$ cat src/rtl/addsub_pkg.sv
package addsub_pkg;
  localparam int unsigned XLEN  = 64;
  localparam int unsigned IMM_W = 16;
  localparam int unsigned IDX_W = 5;
  localparam int unsigned OP_W  = 5;

  typedef enum logic [OP_W-1:0] {
    OP_ADD     = 5'd0,
    OP_SUBF    = 5'd1,
    OP_ADDC    = 5'd2,
    OP_SUBFC   = 5'd3,
    OP_ADDE    = 5'd4,
    OP_SUBFE   = 5'd5,
    OP_ADDME   = 5'd6,
    OP_SUBFME  = 5'd7,
    OP_ADDZE   = 5'd8,
    OP_SUBFZE  = 5'd9,
    OP_NEG     = 5'd10,
    OP_ADDI    = 5'd11,
    OP_ADDIS   = 5'd12,
    OP_ADDPCIS = 5'd13,
    OP_ADDIC   = 5'd14,
    OP_SUBFIC  = 5'd15,
    OP_ADDEX   = 5'd16
  } op_e;

  typedef enum logic [1:0] {
    CIN_ZERO = 2'd0,
    CIN_ONE  = 2'd1,
    CIN_CA   = 2'd2,
    CIN_ALT  = 2'd3
  } cin_e;
endpackage

$ cat src/rtl/addsub_opsel.sv
module addsub_opsel
  import addsub_pkg::*;
#(
  parameter int unsigned W      = XLEN,
  parameter int unsigned IW     = IMM_W,
  parameter int unsigned SHIFT  = 16,
  parameter int unsigned IDXW   = IDX_W
) (
  input  logic [OP_W-1:0] op_i,
  input  logic [W-1:0]    a_i,
  input  logic [W-1:0]    b_i,
  input  logic [IW-1:0]   imm_i,
  input  logic [IDXW-1:0] ra_idx_i,
  input  logic [W-1:0]    nia_i,
  input  logic            ca_i,
  input  logic            alt_i,
  output logic [W-1:0]    x_o,
  output logic [W-1:0]    y_o,
  output logic            cin_o,
  output logic            ca_we_o,
  output logic            alt_we_o,
  output logic            ov_ok_o
);
  localparam int unsigned EXT_W  = W - IW;
  localparam int unsigned EXTS_W = W - IW - SHIFT;

  logic [W-1:0] simm, shimm, a_or_zero;
  cin_e         cin_sel;
  op_e          op;

  assign op        = op_e'(op_i);
  assign simm      = {{EXT_W{imm_i[IW-1]}}, imm_i};
  assign shimm     = {{EXTS_W{imm_i[IW-1]}}, imm_i, {SHIFT{1'b0}}};
  assign a_or_zero = (ra_idx_i == '0) ? '0 : a_i;

  always_comb begin
    x_o      = a_i;
    y_o      = b_i;
    cin_sel  = CIN_ZERO;
    ca_we_o  = 1'b0;
    alt_we_o = 1'b0;
    ov_ok_o  = 1'b1;
    unique case (op)
      OP_ADD:     ;
      OP_ADDC:    ca_we_o = 1'b1;
      OP_SUBF:    begin x_o = ~a_i; cin_sel = CIN_ONE; end
      OP_SUBFC:   begin x_o = ~a_i; cin_sel = CIN_ONE; ca_we_o = 1'b1; end
      OP_ADDE:    begin cin_sel = CIN_CA; ca_we_o = 1'b1; end
      OP_SUBFE:   begin x_o = ~a_i; cin_sel = CIN_CA; ca_we_o = 1'b1; end
      OP_ADDME:   begin y_o = '1; cin_sel = CIN_CA; ca_we_o = 1'b1; end
      OP_SUBFME:  begin x_o = ~a_i; y_o = '1; cin_sel = CIN_CA; ca_we_o = 1'b1; end
      OP_ADDZE:   begin y_o = '0; cin_sel = CIN_CA; ca_we_o = 1'b1; end
      OP_SUBFZE:  begin x_o = ~a_i; y_o = '0; cin_sel = CIN_CA; ca_we_o = 1'b1; end
      OP_NEG:     begin x_o = ~a_i; y_o = '0; cin_sel = CIN_ONE; end
      OP_ADDI:    begin x_o = a_or_zero; y_o = simm; end
      OP_ADDIS:   begin x_o = a_or_zero; y_o = shimm; end
      OP_ADDPCIS: begin x_o = nia_i; y_o = shimm; end
      OP_ADDIC:   begin y_o = simm; ca_we_o = 1'b1; end
      OP_SUBFIC:  begin x_o = ~a_i; y_o = simm; cin_sel = CIN_ONE; ca_we_o = 1'b1; end
      OP_ADDEX:   begin cin_sel = CIN_ALT; alt_we_o = 1'b1; ov_ok_o = 1'b0; end
      default:    ;
    endcase
  end

  always_comb begin
    unique case (cin_sel)
      CIN_ZERO: cin_o = 1'b0;
      CIN_ONE:  cin_o = 1'b1;
      CIN_CA:   cin_o = ca_i;
      CIN_ALT:  cin_o = alt_i;
      default:  cin_o = 1'b0;
    endcase
  end

  always_comb begin
    assert (!(ca_we_o && alt_we_o)) else $error("AST_ONE_FLAG_WRITER");
    assert (!(op == OP_ADDPCIS) || (x_o == nia_i)) else $error("AST_PC_BASE");
  end
endmodule

$ cat src/rtl/addsub_adder.sv
module addsub_adder #(
  parameter int unsigned W  = 64,
  parameter int unsigned CH = 16
) (
  input  logic [W-1:0] x_i,
  input  logic [W-1:0] y_i,
  input  logic         cin_i,
  output logic [W-1:0] sum_o,
  output logic         cout_o,
  output logic         ov_o
);
  localparam int unsigned NCH = W / CH;

  logic [NCH:0] carry;

  assign carry[0] = cin_i;

  for (genvar g = 0; g < NCH; g++) begin : g_chunk
    logic [CH:0] part;
    assign part = {1'b0, x_i[g*CH +: CH]} + {1'b0, y_i[g*CH +: CH]} + {{CH{1'b0}}, carry[g]};
    assign sum_o[g*CH +: CH] = part[CH-1:0];
    assign carry[g+1]        = part[CH];
  end

  assign cout_o = carry[NCH];
  // same-sign addends, opposite-sign sum
  assign ov_o   = (x_i[W-1] == y_i[W-1]) && (sum_o[W-1] != x_i[W-1]);

  always_comb begin
    assert (!((x_i == '0) && (y_i == '0)) || (sum_o == {{(W-1){1'b0}}, cin_i} && !cout_o))
      else $error("AST_ZERO_ADDENDS");
    assert (!((x_i == '1) && (y_i == '0) && cin_i) || (sum_o == '0 && cout_o))
      else $error("AST_WRAP_CARRY");
  end
endmodule

$ cat src/rtl/addsub_cmp.sv
module addsub_cmp #(
  parameter int unsigned W = 64
) (
  input  logic [W-1:0] res_i,
  input  logic         rec_i,
  output logic [2:0]   cmp_o
);
  logic is_neg, is_zero, is_pos;

  assign is_neg  = res_i[W-1];
  assign is_zero = (res_i == '0);
  assign is_pos  = !is_neg && !is_zero;
  assign cmp_o   = rec_i ? {is_neg, is_pos, is_zero} : 3'b000;
endmodule

$ cat src/rtl/addsub_unit.sv
module addsub_unit
  import addsub_pkg::*;
(
  input  logic [OP_W-1:0]  op_i,
  input  logic [XLEN-1:0]  a_i,
  input  logic [XLEN-1:0]  b_i,
  input  logic [IMM_W-1:0] imm_i,
  input  logic [IDX_W-1:0] ra_idx_i,
  input  logic [XLEN-1:0]  nia_i,
  input  logic             ca_i,
  input  logic             alt_i,
  input  logic             oe_i,
  input  logic             rec_i,
  output logic [XLEN-1:0]  result_o,
  output logic             ca_o,
  output logic             ca_we_o,
  output logic             alt_o,
  output logic             alt_we_o,
  output logic             ov_o,
  output logic [2:0]       cmp_o
);
  localparam int unsigned CHUNK = 16;

  logic [XLEN-1:0] x, y;
  logic            cin, cout, ov_raw, ov_ok;

  addsub_opsel #(.W(XLEN), .IW(IMM_W), .SHIFT(16), .IDXW(IDX_W)) u_opsel (
    .op_i     (op_i),
    .a_i      (a_i),
    .b_i      (b_i),
    .imm_i    (imm_i),
    .ra_idx_i (ra_idx_i),
    .nia_i    (nia_i),
    .ca_i     (ca_i),
    .alt_i    (alt_i),
    .x_o      (x),
    .y_o      (y),
    .cin_o    (cin),
    .ca_we_o  (ca_we_o),
    .alt_we_o (alt_we_o),
    .ov_ok_o  (ov_ok)
  );

  addsub_adder #(.W(XLEN), .CH(CHUNK)) u_adder (
    .x_i    (x),
    .y_i    (y),
    .cin_i  (cin),
    .sum_o  (result_o),
    .cout_o (cout),
    .ov_o   (ov_raw)
  );

  addsub_cmp #(.W(XLEN)) u_cmp (
    .res_i (result_o),
    .rec_i (rec_i),
    .cmp_o (cmp_o)
  );

  assign ca_o  = ca_we_o  ? cout : ca_i;
  assign alt_o = alt_we_o ? cout : alt_i;
  assign ov_o  = oe_i && ov_ok && ov_raw;

  always_comb begin
    assert (!rec_i || $onehot(cmp_o)) else $error("AST_CMP_ONEHOT");
    assert (rec_i || cmp_o == 3'b000) else $error("AST_CMP_QUIET");
    assert (oe_i || !ov_o) else $error("AST_NO_OVERFLOW");
    assert (!alt_we_o || (op_i == OP_ADDEX && !ca_we_o)) else $error("AST_ALT_ONLY");
    assert (!(op_i == OP_ADDI && ra_idx_i == '0) || result_o == {{(XLEN-IMM_W){imm_i[IMM_W-1]}}, imm_i})
      else $error("AST_ZERO_IDX");
    assert (!(op_i == OP_NEG && a_i == '0) || (result_o == '0 && !ca_we_o))
      else $error("AST_NEG_ZERO");
  end
endmodule

$ cat config.mk
export PLATFORM = sky130hd
export DESIGN_NAME = addsub_unit
export DESIGN_NICKNAME = d
export VERILOG_FILES = /design/src/rtl/addsub_pkg.sv /design/src/rtl/addsub_opsel.sv /design/src/rtl/addsub_adder.sv /design/src/rtl/addsub_cmp.sv /design/src/rtl/addsub_unit.sv
export SDC_FILE = /design/constraint.sdc
export NUM_CORES = 1
export LEC_CHECK = 0
export BUFFER_PORTS_ARGS = -buffer_cell sky130_fd_sc_hd__buf_2
export CAP_MARGIN = 20
export CORE_UTILIZATION = 30
export DETAILED_ROUTE_END_ITERATION = 10
export GPL_ROUTABILITY_DRIVEN = 1
export RECOVER_POWER = 50
export SYNTH_ARGS = -nofsm -noshare
export SYNTH_HDL_FRONTEND = slang
export SYNTH_SLANG_ARGS = --single-unit
$ cat constraint.sdc
create_clock -name vclk -period 33.7
set_input_delay 5.055 -clock vclk [all_inputs]
set_output_delay 5.055 -clock vclk [all_outputs]
set_load 0.03 [all_outputs]
==> results of run 1 <==
worst min-delay path, delay by kind of cell:
family        cells  cell delay (ns)
buf+inv           2             0.30
simple gates      1             0.13
layer usage:
metal	wire [um]	share of wire (%)	up-vias
li1	-	-	3846
met1	11310	44	3463
met2	12030	47	290
met3	1633	6.4	35
met4	707	2.8	0
met5	0	0	-
synth_stat cells (4+ instances only):
cell type    n  area, um2
a211o_1      5      43.79
a211oi_1     9      67.56
a21o_1      15      112.6
a21oi_1     75      375.4
a221o_1     60      600.6
a221oi_1     4      35.03
a311oi_1     4      35.03
a31oi_1      5      31.28
and2_1       9      56.30
and3_1       4      25.02
buf_1        7      26.28
buf_2        4      20.02
clkbuf_1    33      123.9
fa_1         8      160.2
ha_1        60      750.7
inv_1       33      123.9
nand2_1     50      187.7
nand2b_1    16      100.1
nand3_1     14      70.07
nand4_1      9      56.30
nand4b_1     4      35.03
nor2_1     151      566.8
nor2b_1     10      62.56
nor3_1      29      145.1
nor4_1      18      112.6
o2111ai_1    6      52.55
o211ai_1     9      67.56
o21a_1      41      307.8
o21ai_0     36      180.2
o21ai_1      7      35.03
o311ai_0     4      35.03
o31a_1       4      35.03
or2_2        5      31.28
or3_1        4      25.02
or4_1        7      52.55
xnor2_1     20      175.2
xor2_1      16      140.1
power by group:
part / internal [mW] / switching, mW / leakage (nW) / total, mW
Clock: 0 / 0 / 0 / 0
Sequential: 0 / 0 / 0 / 0
Combinational: 0.0980 / 0.211 / 3.36 / 0.309
cell type report:
type                       count  area (um2)  share of cell area, %
inverter                      33       123.9                  1.691
multi-input combinational    788        5430                  74.15
tap                          234       292.8                  3.998
timing repair buffer         300        1476                  20.16
metrics by stage:
step                std cells  area [um2]
floorplan                 866        5728
global route             1355        7323
global placement         1355        7380
detailed placement       1355        7380
finish                   1355        7323
CTS                      1355        7380
cell families (layout without fill, tap and decap cells):
group / Yosys count / after routing / synth area share [%]
compound gates: 323 / 323 / 41.83
xor+xnor: 36 / 36 / 5.505
fa+ha+maj: 68 / 68 / 15.90
buf+inv: 78 / 333 / 5.330
mux: 5 / 5 / 0.9174
simple gates: 356 / 356 / 30.52
layout by cell type (no fill, tap or decap), drive strengths merged, types with 5 or more instances in the layout:
cell	netlist	final
a2111oi	6	6
a211o	5	5
a211oi	10	10
a21o	16	16
a21oi	78	78
a221o	60	60
a31oi	5	5
and2	10	10
buf	12	270
clkbuf	33	30
fa	8	8
ha	60	60
inv	33	33
nand2	50	50
nand2b	16	16
nand3	14	14
nand4	9	9
nor2	152	152
nor2b	10	10
nor3	30	30
nor4	18	18
o2111ai	6	6
o211ai	9	9
o21a	41	41
o21ai	44	44
o311ai	5	5
or2	7	7
or4	8	8
xnor2	20	20
xor2	16	16
worst max-delay path by stage:
stage               startpoint  endpoint  slack, ns  cells after the start
finish                 op_i[4]  cmp_o[0]       9.22                     46
global route           op_i[4]  cmp_o[0]       8.19                     46
CTS                    op_i[4]  cmp_o[0]      11.84                     46
detailed placement     op_i[4]  cmp_o[0]      11.88                     46
global placement       op_i[4]  cmp_o[0]      12.09                     46
floorplan              op_i[4]  cmp_o[0]      12.81                     48
==> summary.md, run 1 <==
| Metric | Value |
|---|---|
| DRT iter0 DRCs | roughly 480 |
| Hold buffers post-CTS | 0 |
| # diodes | 0 |
| First-pass GRT wire length | about 37000 um |
| Post-synthesis sequential area ratio | 0% |
| Setup ws final | about 9 ns |
| CP Buf/Inv Count | 3 |
| Nets | ~1400 |
| HPWL Detailed | about 22000 um |
| Worst hold slack | 10.53 ns |
| Via density | 5.634 |
| Port buffer count | just under 300 |
| Run status | complete, but fails checks |
| Synth Cell Area | approximately 0.0057 mm2 |
| Post-route ant nets | 0 |
| LEAKAGE | 3.359 nW |
| Die Footprint | 0.01965 mm2 |
| WL final | between 20000 and 30000 um |
| Worst IR Drop VDD | around 0.000019 V |
| Syn Nets | 1156 |
| Initial antenna violation count | 0 |
| Dpl ws | about 12 ns |
| Fin crit share | between 70% and 80% |
| Worst EP arrival | about 19 ns |
| GPL Wtd Cong | around 0.96 |
| Critical Path Source Type | input pin |
| Crit path time final | between 20 and 25 ns |
| Worst endpoint required time | around 29 ns |
| FF+latch count | 0 |
| Slowest cell delay on critical path | between 1.5 and 2 ns |
| Failing checks | max-capacitance violations, max-slew violations |
| Die extent in x | about 140 um |
| Final Core Density | roughly two fifths |
| FP Rows | 50 |
| Endpoints failing setup | 0 |
| Largest net degree at the start of global routing | 65 |
| Met3 GRT Util | around 2.7% |
| Setup bufs post-CTS | 0 |
| GRT Util Overall | ~24% |
| Cell Pwr Density | between 40 and 50 mW/mm2 |
| Core area | 0.01871 mm2 |
| Wirelength per Cell | 18.95 um |
| Vias in the first global route | 6795 |
| Residual DRC count | 0 |
| Detailed Routing Iterations Pass 1 | 5 |
| WS Path Type | input pin to output pin |
| Library cells used by synthesis | a little over 80 |
| Gr ovfl total | 0 |
| Initial Utilization | 30.62% |
| Worst slew pin tran | between 2 and 2.5 ns |
| Area grow syn2layout | 27.85% |
| Max Transition Viols Final | 67 |
| Final total power | 0.3089 mW |
| Cells after synthesis | 866 |
| Io pins | 294 |
| DR vias | approximately 7600 |
| Top cell by count, worst path | fa_1 |
| Mapped Avg Cell Area | 6.614 um2 |
| Endpoint, Worst Hold | cmp_o[2] |
| CLK BUF | 0 |
| Delay-heaviest family, CP | simple AND/OR/NAND/NOR gates |
| Register area | 0 um2 |
| Yosys warns | 0 |
| Worst hold path class | input pin to output pin |
| Most Crowded Layer GR | met2 |
| RSZ-0062 raised after global routing | no |
| Worst path slowest cell | clkbuf_1 |
| Max-cap check violation count | 2 |
| Sum Neg Setup Slack | 0 ns |
| Worst hold stages | 3 |
| M1 GR Usage | 31.72% |
| Post-CTS Resized | 0 |
| Crit-path max FO | between 40 and 50 |
| # fillers | between 2000 and 2500 |
| Crit end category | output pin |
| Fin. Hold Viols | 0 |
| Min-delay src | rec_i |
| Met2 Use GR | between 40 and 50% |
| Die height | between 100 and 150 um |
| Max Clk Rate | 0.04086 GHz |
| Slew Limit Headroom | -54.18% |
| Share of layout cells above drive strength 1 | between 20% and 30% |
Power figures use the tool's default switching activity.
==> run 2, diff against run 1 <==
clock period = 24.5 ns   (was 33.7 ns; I/O delays follow)
==> summary.md, run 2 (same netlist as run 1, synthesis figures left out) <==
| Metric | Value |
|---|---|
| Run status | complete, but fails checks |
| Worst path slowest cell | nor3_1 |
| Worst EP arrival | roughly 17 ns |
| LEAKAGE | around 3.4 nW |
| DR vias | 7698 |
| Fin. Hold Viols | 0 |
| Placed cell count | approximately 1400 |
| Max-cap check violation count | 1 |
| Post-CTS Resized | 0 |
| Crit path time final | just over 20 ns |
| Fin cells | approximately 1400 |
| Die extent in x | roughly 140 um |
| Port buffer count | just under 300 |
| Crit-path max FO | 48 |
| Crit end category | output pin |
| WL final | 25560 um |
| Nets | roughly 1400 |
| FF+latch count | 0 |
| # fillers | around 2000 |
| HPWL Detailed | approximately 22000 um |
| Io pins | 294 |
| Via density | 5.673 |
| Hold buffers post-CTS | 0 |
| Wirelength per Cell | around 19 um |
| Max Clk Rate | between 0.04 and 0.05 GHz |
| Final total power | ~0.42 mW |
| Slew Limit Headroom | -8.909% |
| Worst hold path class | input pin to output pin |
| Area grow syn2layout | 28.00% |
| Endpoints failing setup | 0 |
| Die height | between 100 and 150 um |
| Sum Neg Setup Slack | 0 ns |
| Failing checks | max-capacitance violations, max-slew violations |
| Worst hold slack | between 7 and 8 ns |
| FP Rows | 50 |
| Largest net degree at the start of global routing | 65 |
| Die Footprint | just under 0.02 mm2 |
| Most common cell after layout, fill and taps aside | buf_2 |
| Post-route ant nets | 0 |
| Register area | 0 um2 |
| Setup bufs post-CTS | 0 |
| Worst IR Drop VDD | 0.00002476 V |
| Worst slew pin tran | approximately 1.6 ns |
| Multi-input logic area | between 0.005 and 0.006 mm2 |
| GRT Util Overall | 24.48% |
| Max Transition Viols Final | 18 |
| Vias in the first global route | between 6000 and 7000 |
| DRT iter0 DRCs | roughly 450 |
| Critical Path Source Type | input pin |
| Residual DRC count | 0 |
| WS Path Type | input pin to output pin |
| Cell Pwr Density | between 50 and 60 mW/mm2 |
| Delay-heaviest family, CP | simple AND/OR/NAND/NOR gates |
| Initial antenna violation count | 0 |
| Commonest cells after routing, fill and taps aside | buf_2 (265), nor2_1 (150), a21oi_1 (75), a221o_1 (60), ha_1 (60) |
| CLK BUF | 0 |
| CP Buf/Inv Count | 3 |
| RSZ-0062 raised after global routing | no |
| GPL Wtd Cong | 0.9587 |
| Final instance area | between 0.007 and 0.008 mm2 |
| Top cell by count, worst path | fa_1 |
| Share of layout cells above drive strength 1 | a little over a quarter |
| Initial Utilization | approximately 31% |
| Placed cell area | about 0.0074 mm2 |
| First-pass GRT wire length | between 30000 and 40000 um |
| Detailed Routing Iterations Pass 1 | 6 |
| Worst endpoint required time | 20.82 ns |
| Fin crit share | between 80% and 90% |
| Gr ovfl total | 0 |
| Slowest cell delay on critical path | 1.37 ns |
| Core area | between 0.015 and 0.02 mm2 |
[run 2: changes by cell type in the layout (fill, tap and decap cells not counted)]
cell	before	now
buf_4	5	6
diode_2	0	2
clkbuf_1	30	29
[run 2: final timing paths]
| path | from | slack (ns) | cells after the start | to |
|---|---|---|---|---|
| hold / removal | rec_i | 7.76 | 3 | cmp_o[2] |
| setup / recovery | op_i[4] | 4.08 | 46 | cmp_o[0] |
[run 2: metrics by stage]
stage / setup WS, ns / utilization (%)
global route: 2.768 / 39.17
detailed placement: 5.385 / 39.45
floorplan: 6.370 / -
finish: 4.084 / 39.20
global placement: 5.648 / 39.45
CTS: 5.345 / 39.45
[run 2: cell type report]
type                            count  area share [%]
Timing Repair Buffer              300           20.19
Multi-Input combinational cell    788           74.06
Inverter                           33           1.689
Tap cell                          234           3.993
Antenna cell                        2         0.06826
[run 2: report_power, final]
| group | internal (mW) | total [mW] | switching, mW |
|---|---|---|---|
| Combinational | 0.135 | 0.424 | 0.289 |
| Clock | 0.0000000109 | 0.0000000110 | 0 |
| Sequential | 0 | 0 | 0 |
[run 2: metal layers]
layer | up-vias | global-route usage, % | wire, um
li1 | 3850 | - | -
met1 | 3498 | 32.19 | 11260
met2 | 315 | 42.95 | 11960
met3 | 35 | 2.803 | 1708
met4 | 0 | 4.685 | 630
met5 | - | 0 | 0
[run 2: worst min-delay path: cells and delay by family]
family / cells / cell delay (ns)
buf+inv: 2 / 0.31
simple gates: 1 / 0.10
